File: src/rtl/cbt_pkg.sv
package cbt_pkg;
  typedef enum logic [1:0] {
    SEG_SYNC = 2'd0,
    SEG_PROP = 2'd1,
    SEG_PH1  = 2'd2,
    SEG_PH2  = 2'd3
  } seg_e;
endpackage

File: src/rtl/cbt_quantum_gen.sv
module cbt_quantum_gen #(
  parameter int PSC_W = 6
) (
  input  logic             clk,
  input  logic             rst_n,
  input  logic [PSC_W-1:0] prescale,
  output logic             tq_tick
);
  logic [PSC_W-1:0] cnt_q, cnt_d;
  logic             wrap;

  // a count at or beyond the limit wraps, so shrinking the prescaler is safe
  assign wrap    = (prescale <= PSC_W'(1)) || (cnt_q >= prescale - PSC_W'(1));
  assign cnt_d   = wrap ? '0 : cnt_q + PSC_W'(1);
  assign tq_tick = wrap;

  always_ff @(posedge clk or negedge rst_n) begin
    if (!rst_n) cnt_q <= '0;
    else        cnt_q <= cnt_d;
  end
endmodule

File: src/rtl/cbt_rx_edge.sv
module cbt_rx_edge (
  input  logic clk,
  input  logic rst_n,
  input  logic tq_tick,
  input  logic rx,
  output logic rx_sync,
  output logic rx_fall
);
  logic meta_q, sync_q, last_q;

  always_ff @(posedge clk or negedge rst_n) begin
    if (!rst_n) begin
      meta_q <= 1'b1;
      sync_q <= 1'b1;
    end else begin
      meta_q <= rx;
      sync_q <= meta_q;
    end
  end

  // quantum-rate history, updated on the clock enable only
  always_ff @(posedge clk or negedge rst_n) begin
    if (!rst_n)       last_q <= 1'b1;
    else if (tq_tick) last_q <= sync_q;
  end

  assign rx_sync = sync_q;
  assign rx_fall = last_q & ~sync_q;
endmodule

File: src/rtl/cbt_seg_fsm.sv
module cbt_seg_fsm
  import cbt_pkg::*;
#(
  parameter int SEG_W = 3,
  parameter int SJW_W = 2
) (
  input  logic             clk,
  input  logic             rst_n,
  input  logic             tq_tick,
  input  logic             rx_sync,
  input  logic             rx_fall,
  input  logic             hard_sync_en,
  input  logic [SEG_W-1:0] prop_len,
  input  logic [SEG_W-1:0] ph1_len,
  input  logic [SEG_W-1:0] ph2_len,
  input  logic [SJW_W-1:0] sjw,
  output logic             rx_bit,
  output logic             sample_stb,
  output logic             tx_stb
);
  localparam int CNT_W = ((SEG_W > SJW_W) ? SEG_W : SJW_W) + 2;

  seg_e             seg_q, seg_d;
  logic [CNT_W-1:0] qcnt_q, qcnt_d, ph1_lim_q, ph1_lim_d, ph2_lim_q, ph2_lim_d;
  logic             used_q, used_d, bit_q, bit_d, samp_q, samp_d, txp_q, txp_d;

  logic [CNT_W-1:0] prop_qn, ph1_qn, ph2_qn, jump_qn, late, early, ph1_use, ph2_use;
  logic             resync_ok, restart;

  assign prop_qn = CNT_W'(prop_len) + CNT_W'(1);
  assign ph1_qn  = CNT_W'(ph1_len) + CNT_W'(1);
  assign ph2_qn  = CNT_W'(ph2_len) + CNT_W'(1);
  assign jump_qn = CNT_W'(sjw) + CNT_W'(1);
  assign late    = (seg_q == SEG_PH1) ? prop_qn + qcnt_q + CNT_W'(1) : qcnt_q + CNT_W'(1);
  assign early   = ph2_lim_q - qcnt_q;
  assign resync_ok = tq_tick && rx_fall && !used_q && !hard_sync_en;

  always_comb begin
    seg_d     = seg_q;
    qcnt_d    = qcnt_q;
    ph1_lim_d = ph1_lim_q;
    ph2_lim_d = ph2_lim_q;
    used_d    = used_q;
    bit_d     = bit_q;
    samp_d    = 1'b0;
    txp_d     = 1'b0;
    ph1_use   = ph1_lim_q;
    ph2_use   = ph2_lim_q;
    restart   = 1'b0;

    if (resync_ok && (seg_q == SEG_PROP || seg_q == SEG_PH1)) begin
      ph1_use = ph1_lim_q + ((late < jump_qn) ? late : jump_qn);
      used_d  = 1'b1;
    end
    if (resync_ok && seg_q == SEG_PH2) begin
      used_d = 1'b1;
      if (early <= jump_qn) restart = 1'b1;
      else                  ph2_use = ph2_lim_q - jump_qn;
    end

    if (tq_tick) begin
      ph1_lim_d = ph1_use;
      ph2_lim_d = ph2_use;
      if (rx_fall && hard_sync_en) begin
        seg_d     = SEG_PROP;
        qcnt_d    = '0;
        ph1_lim_d = ph1_qn;
        ph2_lim_d = ph2_qn;
        used_d    = 1'b1;
      end else if (restart) begin
        seg_d     = SEG_PROP;
        qcnt_d    = '0;
        ph1_lim_d = ph1_qn;
        ph2_lim_d = ph2_qn;
        txp_d     = 1'b1;
      end else begin
        unique case (seg_q)
          SEG_SYNC: begin
            seg_d     = SEG_PROP;
            qcnt_d    = '0;
            ph1_lim_d = ph1_qn;
            ph2_lim_d = ph2_qn;
          end
          SEG_PROP: begin
            if (qcnt_q >= prop_qn - CNT_W'(1)) begin
              seg_d  = SEG_PH1;
              qcnt_d = '0;
            end else qcnt_d = qcnt_q + CNT_W'(1);
          end
          SEG_PH1: begin
            if (qcnt_q >= ph1_use - CNT_W'(1)) begin
              seg_d  = SEG_PH2;
              qcnt_d = '0;
              samp_d = 1'b1;
              bit_d  = rx_sync;
              used_d = 1'b0;
            end else qcnt_d = qcnt_q + CNT_W'(1);
          end
          SEG_PH2: begin
            if (qcnt_q >= ph2_use - CNT_W'(1)) begin
              seg_d  = SEG_SYNC;
              qcnt_d = '0;
              txp_d  = 1'b1;
            end else qcnt_d = qcnt_q + CNT_W'(1);
          end
          default: seg_d = SEG_SYNC;
        endcase
      end
    end
  end

  always_ff @(posedge clk or negedge rst_n) begin
    if (!rst_n) begin
      seg_q     <= SEG_SYNC;
      qcnt_q    <= '0;
      ph1_lim_q <= CNT_W'(1);
      ph2_lim_q <= CNT_W'(1);
      used_q    <= 1'b0;
      bit_q     <= 1'b1;
      samp_q    <= 1'b0;
      txp_q     <= 1'b0;
    end else begin
      seg_q     <= seg_d;
      qcnt_q    <= qcnt_d;
      ph1_lim_q <= ph1_lim_d;
      ph2_lim_q <= ph2_lim_d;
      used_q    <= used_d;
      bit_q     <= bit_d;
      samp_q    <= samp_d;
      txp_q     <= txp_d;
    end
  end

  assign rx_bit     = bit_q;
  assign sample_stb = samp_q;
  assign tx_stb     = txp_q;
endmodule

File: src/rtl/can_bit_timer.sv
module can_bit_timer #(
  parameter int PSC_W = 6,
  parameter int SEG_W = 3,
  parameter int SJW_W = 2
) (
  input  logic             clk,
  input  logic             rst_n,
  input  logic [PSC_W-1:0] prescale,
  input  logic [SEG_W-1:0] prop_len,
  input  logic [SEG_W-1:0] ph1_len,
  input  logic [SEG_W-1:0] ph2_len,
  input  logic [SJW_W-1:0] sjw,
  input  logic             hard_sync_en,
  input  logic             rx,
  output logic             rx_bit,
  output logic             sample_stb,
  output logic             tx_stb
);
  logic [1:0] rst_pipe;
  logic       rst_int_n, tq_tick, rx_sync, rx_fall;

  always_ff @(posedge clk or negedge rst_n) begin
    if (!rst_n) rst_pipe <= 2'b00;
    else        rst_pipe <= {rst_pipe[0], 1'b1};
  end
  assign rst_int_n = rst_pipe[1];

  cbt_quantum_gen #(.PSC_W(PSC_W)) u_tq (
    .clk      (clk),
    .rst_n    (rst_int_n),
    .prescale (prescale),
    .tq_tick  (tq_tick)
  );

  cbt_rx_edge u_edge (
    .clk     (clk),
    .rst_n   (rst_int_n),
    .tq_tick (tq_tick),
    .rx      (rx),
    .rx_sync (rx_sync),
    .rx_fall (rx_fall)
  );

  cbt_seg_fsm #(.SEG_W(SEG_W), .SJW_W(SJW_W)) u_fsm (
    .clk          (clk),
    .rst_n        (rst_int_n),
    .tq_tick      (tq_tick),
    .rx_sync      (rx_sync),
    .rx_fall      (rx_fall),
    .hard_sync_en (hard_sync_en),
    .prop_len     (prop_len),
    .ph1_len      (ph1_len),
    .ph2_len      (ph2_len),
    .sjw          (sjw),
    .rx_bit       (rx_bit),
    .sample_stb   (sample_stb),
    .tx_stb       (tx_stb)
  );
endmodule

File: config.mk
export PLATFORM = sky130hd
export DESIGN_NAME = can_bit_timer
export DESIGN_NICKNAME = d
export VERILOG_FILES = /design/src/rtl/cbt_pkg.sv /design/src/rtl/cbt_quantum_gen.sv /design/src/rtl/cbt_rx_edge.sv /design/src/rtl/cbt_seg_fsm.sv /design/src/rtl/can_bit_timer.sv
export SDC_FILE = /design/constraint.sdc
export NUM_CORES = 1
export LEC_CHECK = 0
export BUFFER_PORTS_ARGS = -buffer_cell sky130_fd_sc_hd__buf_4
export CORE_UTILIZATION = 50
export DETAILED_ROUTE_END_ITERATION = 8
export GPL_TIMING_DRIVEN = 0
export HOLD_SLACK_MARGIN = 0.05
export PLACE_DENSITY = 0.68
export SYNTH_ARGS = -nofsm -noshare
export SYNTH_HDL_FRONTEND = slang
export SYNTH_HIERARCHICAL = 1
export SYNTH_SLANG_ARGS = --single-unit
File: constraint.sdc
create_clock -name clk -period 2.23 [get_ports clk]
set_clock_uncertainty 0.2 [all_clocks]
set_input_delay 0.1115 -clock clk [delete_from_list [all_inputs] [get_ports clk]]
set_output_delay 0.1115 -clock clk [all_outputs]
set_load 0.01 [all_outputs]
# Yosys cells after proc, flatten, opt, wreduce, memory -nomap -nowiden
# Index checks and enable logic that the tools add are counted.
# Widths: inputs -> output; s select.
# word_totals
word_cells,101
out_inout_bits,3
reg_bits,32
mem_count,0
latch_bits,0
mem_bits_rw,0
rom_bits,0
# classes
n_addsub,15
n_mux,43
shift,0
eq_ne,6
n_reduce_logical,13
div,0
bitwise,4
mul,0
order_cmp,7
# op_table
op,count
$mux 5,16
$pmux 5 s4,1
$mux 1,19
$ge 5x5->1,3
$sub 5x1->5 const B,3
$add 3x1->4 const B,3
$ne 4x3->1 const B,3
$add 5x1->5 const B,2
$add 5x5->5,2
$mux 2,5
$sub 5x5->5,2
$pmux 2 s4,1
$add 6x1->6 const B,1
$ge 6x6->1,1
$le 6x1->1 const B,1
$logic_and 1x1->1,6
$mux 6,1
$sub 6x1->6 const B,1
$le 5x5->1,1
$lt 5x5->1,1
$reduce_and 5->1,1
$eq 2x2->1 const B,2
$reduce_and 4->1,1
$add 2x1->3 const B,1
6 further kinds,10

# Logic depth before layout (Yosys ltp)
# Gate-level depths: netlist of run 1.
# logic_depth
word_depth,15
depth_mapped,26

# By module
# The synthesis of run 1 kept the hierarchy.
# modules_own_cells
module,seq_area_each_um2,area_per_inst_um2,n_inst,cells_per_inst
cbt_seg_fsm,529.3,2526.2,1,277
cbt_quantum_gen,150.1,535.5,1,53
cbt_rx_edge,78.8,100.1,1,5
can_bit_timer,50.0,53.8,1,3

# Worst setup path after synthesis of run 1
# Ideal clock, no wire load.
# synth_timing
path_type,reg2reg
startpoint,reg u_fsm.qcnt_q[0]
endpoint,reg u_fsm.qcnt_q[0]
synth_period_minus_slack_ns,5.355
setup_ns,0.125
path_slack_ns,-3.125
n_path_buf,0
path_stages_with_launch,27
t_arrival_ns,5.030
cell_sequence,dfrtp_1 > inv_1 > ha_1 > inv_1 > fa_1 > mux2_2 > ha_1 > o21ai_0 > nand2b_1 > a21oi_1 > nand3_1 > mux2_2 > ha_1 > inv_1 > fa_1 > nor2_1 > a21oi_1 > ha_1 > xor2_1 > ha_1 > a21o_1 > a31oi_1 > o211ai_1 > o21ai_0 > o211ai_1 > nor2_1 > mux2_2
# synth_via
elab_chain_len,13
elab_cells_between_ends,25
classes_between,add/sub (7); order compare (5); mux (13)
# synth_lines
element,line,source
from (decl),cbt_seg_fsm.sv:24,"logic [CNT_W-1:0] qcnt_q, qcnt_d, ph1_lim_q, ph1_lim_d, ph2_lim_q, ph2_lim_d;"
from (signal assigned),cbt_seg_fsm.sv:124,qcnt_q <= qcnt_d;
$add 5x5->5,cbt_seg_fsm.sv:34,assign late = (seg_q == SEG_PH1) ? prop_qn + qcnt_q + CNT_W'(1) : qcnt_q + CNT_W'(1);
$add 5x1->5,cbt_seg_fsm.sv:34,
$mux 5,cbt_seg_fsm.sv:34,
$lt 5x5->1,cbt_seg_fsm.sv:52,ph1_use = ph1_lim_q + ((late < jump_qn) ? late : jump_qn);
$mux 5,cbt_seg_fsm.sv:52,
$add 5x5->5,cbt_seg_fsm.sv:52,
$mux 5,cbt_seg_fsm.sv:51,if (resync_ok && (seg_q == SEG_PROP || seg_q == SEG_PH1)) begin
$sub 5x1->5,cbt_seg_fsm.sv:91,if (qcnt_q >= ph1_use - CNT_W'(1)) begin
$ge 5x5->1,cbt_seg_fsm.sv:91,
$mux 5,cbt_seg_fsm.sv:91,
$pmux 5 s4,cbt_seg_fsm.sv:77,unique case (seg_q)
$mux 5 *,cbt_seg_fsm.sv:70,end else if (restart) begin
$mux 5 *,cbt_seg_fsm.sv:64,if (rx_fall && hard_sync_en) begin
# Every way passes the cells marked *; elsewhere a longest branch is shown, timed or not.
# A chain may end at the register's enable or synchronous reset.

# Worst setup path after layout of run 1
# layout_timing
startpoint,reg u_fsm.qcnt_q[0]
endpoint,reg u_fsm.seg_q[0]
# layout_via
elab_chain_len,11
elab_cells_between_ends,25
classes_between,add/sub (7); order compare (5); eq/ne (3); mux (9); reduce/logical (1)
# layout_lines
element,line,source
$add 5x5->5,cbt_seg_fsm.sv:34,
$add 5x1->5,cbt_seg_fsm.sv:34,
$mux 5,cbt_seg_fsm.sv:34,
$lt 5x5->1,cbt_seg_fsm.sv:52,
$mux 5,cbt_seg_fsm.sv:52,
$add 5x5->5,cbt_seg_fsm.sv:52,
$mux 5,cbt_seg_fsm.sv:51,
$sub 5x1->5,cbt_seg_fsm.sv:91,
$ge 5x5->1,cbt_seg_fsm.sv:91,
$ne 4x3->1 (no line),--,
$reduce_and 4->1 (no line),--,
to (signal assigned),cbt_seg_fsm.sv:123,seg_q <= seg_d;
to (decl),cbt_seg_fsm.sv:23,"seg_e seg_q, seg_d;"
# Parallel ways exist; a longest one is shown, timed or not.

==> results of run 1 <==
-- registers in the layout (all words and copies together) (netlist names) --
name,flops
u_fsm/used_q,1
u_edge/last_q,1
u_fsm/ph2_lim_q,5
u_fsm/ph1_lim_q,5
u_fsm/tx_stb,1
u_tq/cnt_q,6
u_edge/rx_sync,1
u_fsm/seg_q,2
rst_pipe,2
u_fsm/sample_stb,1
u_fsm/rx_bit,1
u_edge/meta_q,1
u_fsm/qcnt_q,5
-- power by group --
part           internal, mW  total, mW  switching [mW]  leakage (nW)
Combinational          2.03       4.08            2.05          1.48
Sequential            0.780       1.00           0.222         0.385
Clock                 0.395      0.629           0.234        0.0645
-- cell type report --
| type | instances | area [sq um] | area share, % |
|---|---|---|---|
| inverter | 27 | 104 | 2.40 |
| clock buffer | 7 | 96.3 | 2.22 |
| sequential | 32 | 812 | 18.7 |
| clock inverter | 1 | 30.0 | 0.693 |
| multi-input combinational | 274 | 2590 | 59.9 |
| timing repair buffer | 67 | 586 | 13.5 |
| buffer | 4 | 16.3 | 0.375 |
| tap | 75 | 93.8 | 2.17 |
-- placed cells by master, fill, tap and decap left out, types with 4 or more instances in the layout --
cell type / instances
sky130_fd_sc_hd__buf_4: 46
sky130_fd_sc_hd__ha_1: 43
sky130_fd_sc_hd__dfrtp_1: 23
sky130_fd_sc_hd__inv_1: 21
sky130_fd_sc_hd__nand2_1: 19
sky130_fd_sc_hd__nor2_1: 15
sky130_fd_sc_hd__a21oi_1: 13
sky130_fd_sc_hd__xnor2_1: 13
sky130_fd_sc_hd__xor2_1: 13
sky130_fd_sc_hd__a21oi_2: 11
sky130_fd_sc_hd__dlygate4sd3_1: 10
sky130_fd_sc_hd__mux2_4: 10
sky130_fd_sc_hd__o21ai_0: 10
sky130_fd_sc_hd__buf_6: 10
sky130_fd_sc_hd__nand3_1: 9
sky130_fd_sc_hd__clkbuf_8: 7
sky130_fd_sc_hd__nor2b_1: 7
sky130_fd_sc_hd__a21o_1: 7
sky130_fd_sc_hd__ha_4: 7
sky130_fd_sc_hd__dfstp_2: 6
sky130_fd_sc_hd__o21ai_2: 6
sky130_fd_sc_hd__mux2i_1: 5
sky130_fd_sc_hd__nand2b_1: 5
sky130_fd_sc_hd__o21ai_1: 5
sky130_fd_sc_hd__a22o_1: 5
sky130_fd_sc_hd__a211oi_1: 5
sky130_fd_sc_hd__inv_2: 4
sky130_fd_sc_hd__o211ai_1: 4
sky130_fd_sc_hd__mux2_2: 4
-- critical path, cell delays in order (launching register included) --
cell and delay, ns:
sky130_fd_sc_hd__dfrtp_2 0.43, sky130_fd_sc_hd__inv_4 0.08, sky130_fd_sc_hd__ha_4 0.13, sky130_fd_sc_hd__inv_2 0.04
sky130_fd_sc_hd__fa_2 0.46, sky130_fd_sc_hd__mux2_4 0.31, sky130_fd_sc_hd__ha_4 0.22, sky130_fd_sc_hd__o21ai_2 0.05
sky130_fd_sc_hd__nand2b_1 0.07, sky130_fd_sc_hd__a21oi_2 0.13, sky130_fd_sc_hd__nand3_2 0.13, sky130_fd_sc_hd__mux2_4 0.35
sky130_fd_sc_hd__ha_4 0.16, sky130_fd_sc_hd__inv_2 0.04, sky130_fd_sc_hd__fa_1 0.40, sky130_fd_sc_hd__nor2_1 0.13
sky130_fd_sc_hd__a21oi_2 0.07, sky130_fd_sc_hd__ha_2 0.21, sky130_fd_sc_hd__xor2_1 0.16, sky130_fd_sc_hd__ha_1 0.32
sky130_fd_sc_hd__a21o_1 0.14, sky130_fd_sc_hd__a31oi_2 0.05, sky130_fd_sc_hd__o211ai_1 0.20, sky130_fd_sc_hd__o21ai_1 0.13
sky130_fd_sc_hd__a221o_1 0.37, sky130_fd_sc_hd__nor4_2 0.23, sky130_fd_sc_hd__a21oi_1 0.09
-- cell families after synthesis --
group | share of synthesized area [%]
buffers and inverters | 3.77
AOI/OAI and AO/OA | 19.7
and+or+nand+nor | 13.3
other | 0.234
xor gates and xnor gates | 8.37
muxes | 7.12
adders and majority gates | 22.3
DFF | 25.1
-- worst paths after layout --
| check | endpoint | slack (ns) |
|---|---|---|
| max | u_fsm/seg_q[0]$_DFFE_PN0P_ | -3.20 |
| min | u_fsm/tx_stb$_DFF_PN0_ | 0.11 |
| max reg2reg | u_fsm/seg_q[0]$_DFFE_PN0P_ | -3.20 |
| min reg2reg | rst_pipe[1]$_DFF_PN0_ | 0.15 |
| max in group asynchronous | u_fsm/seg_q[1]$_DFFE_PN0P_ | 0.82 |
| min in group asynchronous | u_fsm/qcnt_q[3]$_DFFE_PN0P_ | 0.19 |
-- timing repair --
item / 4_1_cts / 5_1_grt
setup buffers: 24 / 10
endpoints found under the setup margin: 21 / 21
hold buffers: 9 / 1
pin swaps: 32 / 33
hold endpoints to repair: 7 / 6
resized for setup: 39 / 19
-- layer usage --
layer | part of all wire (%) | wire, microns | vias up
met2 | 50 | 4010 | 75
met5 | 0 | 0 | -
met1 | 43 | 3440 | 1324
met4 | 1.6 | 125 | 0
met3 | 6.0 | 486 | 13
li1 | - | - | 1366
-- stage by stage --
stage | setup WS (ns) | utilization [%] | hold slack (ns)
finish | -3.20 | 71.5 | 0.112
global route | -3.37 | 71.5 | 0.136
CTS | -3.16 | 68.4 | 0.0832
detailed placement | -3.43 | 59.6 | -0.305
global placement | -3.35 | 59.6 | -0.306
floorplan | -2.86 | - | -0.384
==> results.txt, run 1 <==
----------------------------------------------------
[Critical path]
  Endpoint type of the worst setup path ... flip-flop
  Kind of start point of the critical path ... flip-flop
  Critical path data arrival time ... between 5 and 6 ns
  Crit-path max FO ... 3
  Worst reg2reg path depth ... 26
  Req. time, crit path ... about 2.2 ns
  Setup crit start ... u_fsm/qcnt_q[0]$_DFFE_PN0P_
  Category of the most critical setup path ... flip-flop to flip-flop
  Startpoint of the most critical register-to-register path ... u_fsm/qcnt_q[0]$_DFFE_PN0P_

[Synthesis]
  Synthesis warning total ... 6
  Largest cells by area after synthesis ... sky130_fd_sc_hd__dfrtp_1, sky130_fd_sc_hd__ha_1, sky130_fd_sc_hd__dfstp_2
  Cell area after synthesis ... 3220 sq um
  EDFF count, synth ... 0
  Register area share after synthesis ... between 20% and 30%
  Post-synthesis average cell area ... around 9.5 sq um
  Most numerous cell types in the synthesized netlist ... sky130_fd_sc_hd__ha_1, sky130_fd_sc_hd__dfrtp_1, sky130_fd_sc_hd__inv_1, sky130_fd_sc_hd__a21oi_1, sky130_fd_sc_hd__nand2_1
  Number of nets produced by synthesis ... 414
  Top cell type by total area after synthesis ... sky130_fd_sc_hd__dfrtp_1
  Unique cell type count in the Yosys netlist ... 62
  Number of cells produced by synthesis ... between 300 and 400
  Fraction of synthesized cell area taken by the top area cell type ... 20.2%
  Most numerous cell in the Yosys netlist ... sky130_fd_sc_hd__ha_1
  Number of flip-flops and latches in the synthesized netlist ... 32
  Main synth FF type ... sky130_fd_sc_hd__dfrtp_1
  Proportion of synthesized flip-flops having asynchronous set or reset ... 100%

[Timing]
  Max Clock Freq ... 0.184 GHz
  Setup slack of the critical path after layout ... -3.20 ns
  Max Transition Viols Final ... 0
  Final clock period utilization by the worst path ... 243%
  Final setup vio count ... 21
  RSZ-0062 raised after global routing ... true
  Count of endpoints failing hold in the final timing report ... 0
  Slew HR ... a little over half
  Sum of negative setup slack ... -47.07 ns
  Tightest Pin Transition ... 0.711 ns
  Min Tclk post-route ... 5.43 ns

[Cells and area]
  Layout cells sized above 1 ... 36.9%
  Count of antenna diodes in the layout ... 0
  Layout-stage area growth over the synthesis result ... 34.7%
  Number of fill cells in the layout ... ~460
  Final Instance Area ... 4330 sq um
  Number of nets in the layout ... slightly below 500
  Number of cells in the finished layout apart from fillers ... slightly below 500

[Floorplanning]
  Core outline area ... 6060 sq um
  Site Rows ... 28
  Die outline area ... slightly below 7000 sq um
  Initial standard-cell utilization of the core ... between 50% and 60%
  Width of the chip ... about 82 microns
  Die Y ... roughly 82 microns
  Boundary pin count ... 24

[Clocking]
  Master cell of the clock root buffer ... sky130_fd_sc_hd__clkbuf_8
  Clock tree from TritonCTS ... yes
  Cts bufs inserted ... 5
  Clock-pin slew on the worst setup and hold paths ... 0.08 ns
  Max Root-Sink Buffers ... 2
  Sinks on Clock Net ... 32
  Worst-Skew Late Latency ... ~0.29 ns
  H-tree lvl count ... 2

[Routing]
  Vias post-DR ... 2,778
  Wire length per cell after detailed routing ... 16.5 microns
  Remaining routing DRC violations ... 0
  First-iteration detailed-routing DRC count ... about 110
  Routed via count divided by cell count ... between 5 and 6
  Number of routed nets with antenna violations ... 0
  Drt first pass iters ... 4
  Wire length after detailed routing ... roughly 8000 microns

[Place]
  HPWL reported at the end of detailed placement ... ~5600 microns
  Placer's final routability congestion estimate ... 0.903
  Placed cell count ... around 440
  Cell area reported after detailed placement ... around 3600 sq um
  Number of I/O port buffers ... 23

[Hold path]
  Count of cells along the worst hold path ... 4
  Path type of the worst min-delay path ... primary input to flip-flop
  Hold path startpoint ... hard_sync_en

[Job]
  Max-cap violations ... 0

[GRT]
  Met1 layer usage reported by global route ... between 30% and 40%
  Total congestion overflow after global routing ... 0
  Antenna violations before repair ... 0
  Met3 track utilization from global routing ... 3.52%
  Largest net degree at the start of global routing ... 31
  Layer with the highest usage ... met2
  Wire length of the first global-routing pass ... approximately 12,000 microns
  GR Layer Usage met2 ... a little over two fifths
  Global router's overall resource usage ... around 24%
  Vias in the first global route ... between 2,000 and 3,000

[Pwr]
  Max rail drop VDD ... around 820 uV
  Leakage power ... 1.93 nW
  PnR Total Power ... around 5.7 mW
  Total power divided by cell area ... roughly 1300 nW/um^2

[Status]
  Outcome ... complete, but fails checks
  Violations in the final reports ... setup timing

----------------------------------------------------
Note: power is estimated with default switching activity, not from simulation.
==> inputs of run 2 (changes only) <==
--- a/config.mk
+++ b/config.mk
@@ -8,9 +8,11 @@
 export BUFFER_PORTS_ARGS = -buffer_cell sky130_fd_sc_hd__buf_4
 export CORE_UTILIZATION = 50
 export DETAILED_ROUTE_END_ITERATION = 8
+export GPL_ROUTABILITY_DRIVEN = 0
 export GPL_TIMING_DRIVEN = 0
 export HOLD_SLACK_MARGIN = 0.05
 export PLACE_DENSITY = 0.68
+export SETUP_SLACK_MARGIN = 0.5
 export SYNTH_ARGS = -nofsm -noshare
 export SYNTH_HDL_FRONTEND = slang
 export SYNTH_HIERARCHICAL = 1
==> results.txt, run 2 (same netlist as run 1, synthesis figures left out) <==
----------------------------------------------------
[Status]
  Outcome ... complete, but fails checks
  Violations in the final reports ... setup timing

[Clocking]
  Clock-pin slew on the worst setup and hold paths ... about 0.080 ns
  Cts bufs inserted ... 5
  Sinks on Clock Net ... 32
  Max Root-Sink Buffers ... 2
  H-tree lvl count ... 2
  Worst-Skew Late Latency ... 0.29 ns
  Clock tree from TritonCTS ... yes
  Master cell of the clock root buffer ... sky130_fd_sc_hd__clkbuf_8

[GRT]
  Antenna violations before repair ... 0
  Global router's overall resource usage ... between 20% and 30%
  Met3 track utilization from global routing ... 3.74%
  Met1 layer usage reported by global route ... 33.3%
  Wire length of the first global-routing pass ... around 14,000 microns
  Largest net degree at the start of global routing ... 31
  Vias in the first global route ... 2,918
  GR Layer Usage met2 ... around 47%
  Layer with the highest usage ... met2
  Total congestion overflow after global routing ... 0

[Cells and area]
  Count of antenna diodes in the layout ... 0
  Layout cells sized above 1 ... between 40% and 50%
  Number of fill cells in the layout ... 437
  Number of nets in the layout ... roughly 500
  Commonest non-fill, non-tap cells in the layout ... sky130_fd_sc_hd__buf_4, sky130_fd_sc_hd__ha_1, sky130_fd_sc_hd__dfrtp_1
  Register ranked first by flip-flop count ... u_tq/cnt_q
  Most frequent standard cell in the layout excluding fill and tap cells ... sky130_fd_sc_hd__buf_4
  Layout-stage area growth over the synthesis result ... 39.7%
  Max FFs per register ... 6

[Timing]
  RSZ-0062 raised after global routing ... true
  Count of endpoints failing hold in the final timing report ... 0
  Final hold slack ... 0.110 ns
  Min Tclk post-route ... between 5 and 6 ns
  Max Transition Viols Final ... 0
  Final clock period utilization by the worst path ... 242%
  Tightest Pin Transition ... around 0.69 ns
  Final setup vio count ... 21
  Sum of negative setup slack ... -47.41 ns
  Slew HR ... 54.2%
  Max Clock Freq ... 0.185 GHz
  Setup slack of the critical path after layout ... -3.17 ns

[Routing]
  Vias post-DR ... between 2,000 and 3,000
  Remaining routing DRC violations ... 0
  Routed via count divided by cell count ... 5.78
  Number of routed nets with antenna violations ... 0
  First-iteration detailed-routing DRC count ... between 150 and 200
  Drt first pass iters ... 4
  Wire length after detailed routing ... a little under 9000 microns
  Wire length per cell after detailed routing ... around 18 microns

[Critical path]
  Startpoint of the most critical register-to-register path ... u_fsm/qcnt_q[0]$_DFFE_PN0P_
  Endpoint type of the worst setup path ... flip-flop
  Logic depth of the worst path, buffers included ... 26
  Critical path data arrival time ... 5.36 ns
  Req. time, crit path ... 2.20 ns
  Worst reg2reg endpoint ... u_fsm/seg_q[0]$_DFFE_PN0P_
  Bufs and invs on worst path ... 3
  Crit-path max FO ... 4
  Category of the most critical setup path ... flip-flop to flip-flop
  CP max-delay cell ... sky130_fd_sc_hd__fa_1
  Longest individual stage delay on the worst path ... 0.49 ns
  CP top delay family ... adder cells
  Worst reg2reg path depth ... 26
  Setup crit start ... u_fsm/qcnt_q[0]$_DFFE_PN0P_
  Kind of start point of the critical path ... flip-flop
  Slack of the worst reg-to-reg path ... -3.17 ns

[Job]
  Max-cap violations ... 0

[Floorplanning]
  Initial standard-cell utilization of the core ... between 50% and 60%
  Site Rows ... 28
  Width of the chip ... 82.2 microns
  Boundary pin count ... 24
  Core outline area ... 6060 sq um
  Die Y ... roughly 82 microns
  Die outline area ... 6760 sq um

[Pwr]
  Max rail drop VDD ... roughly 850 uV
  Total power divided by cell area ... approximately 1300 nW/um^2
  PnR Total Power ... roughly 5.9 mW
  Leakage power ... around 2.0 nW

[Place]
  Worst slack after detailed placement ... -3.37 ns
  Number of I/O port buffers ... 23
  HPWL reported at the end of detailed placement ... 5580 microns

[Hold path]
  Path type of the worst min-delay path ... flip-flop to asynchronous set/reset pin

----------------------------------------------------
-- run 2: cell types whose count changed in the layout (fill, tap and decap cells not counted), moves of 3 or more --
cell,before,now
sky130_fd_sc_hd__a211oi_1,5,0
sky130_fd_sc_hd__a211oi_2,1,6
sky130_fd_sc_hd__a21oi_1,13,10
sky130_fd_sc_hd__a21oi_2,11,14
sky130_fd_sc_hd__buf_4,46,52
sky130_fd_sc_hd__xor2_1,13,10
sky130_fd_sc_hd__xor2_2,0,3
-- run 2: stage by stage --
stage | instances | utilization, % | area, sq um
after floorplan | 338 | - | 3370
after global placement | 436 | 60.1 | 3640
after detailed placement | 436 | 60.1 | 3640
after CTS | 484 | 69.9 | 4230
after global routing | 496 | 74.1 | 4490
final | 496 | 74.1 | 4490
-- run 2: per-layer routing --
metal  up-vias  share of wire, %  wire [microns]
li1       1387                 -               -
met1      1383                43            3740
met2        79                50            4400
met3        20               4.7             417
met4         0               2.7             234
met5         -                 0               0
-- run 2: power breakdown --
| part | internal (mW) | switching [mW] | leakage [nW] |
|---|---|---|---|
| sequential | 0.778 | 0.251 | 0.385 |
| clock | 0.251 | 0.241 | 0.0445 |
| combinational | 2.15 | 2.20 | 1.55 |
| total | 3.18 | 2.69 | 1.98 |
-- run 2: worst max path at each step --
stage | to | slack (ns)
finish | u_fsm/seg_q[0]$_DFFE_PN0P_ | -3.17
global route | u_fsm/seg_q[0]$_DFFE_PN0P_ | -3.44
CTS | u_fsm/seg_q[0]$_DFFE_PN0P_ | -3.14
detailed placement | u_fsm/qcnt_q[0]$_DFFE_PN0P_ | -3.37
global placement | u_fsm/qcnt_q[0]$_DFFE_PN0P_ | -3.36
floorplan | u_fsm/qcnt_q[0]$_DFFE_PN0P_ | -2.86
-- run 2: final cells by class --
class | instances | area, sq um | area share [%]
Buffer | 5 | 21.3 | 0.473
Clock buffer | 7 | 86.3 | 1.92
Clock inverter | 1 | 7.51 | 0.167
Inverter | 27 | 104 | 2.31
Multi-Input combinational cell | 275 | 2730 | 60.8
Sequential cell | 32 | 812 | 18.1
Tap cell | 75 | 93.8 | 2.09
Timing Repair Buffer | 74 | 634 | 14.1
-- run 2: repair_timing --
item | in CTS | in global routing
resized for setup | 41 | 35
gates cloned | 1 | 0
pin swaps | 33 | 37
hold buffers | 9 | 0
endpoints found under the hold margin | 7 | 0
buffers inserted | 30 | 12
endpoints found under the setup margin | 28 | 28
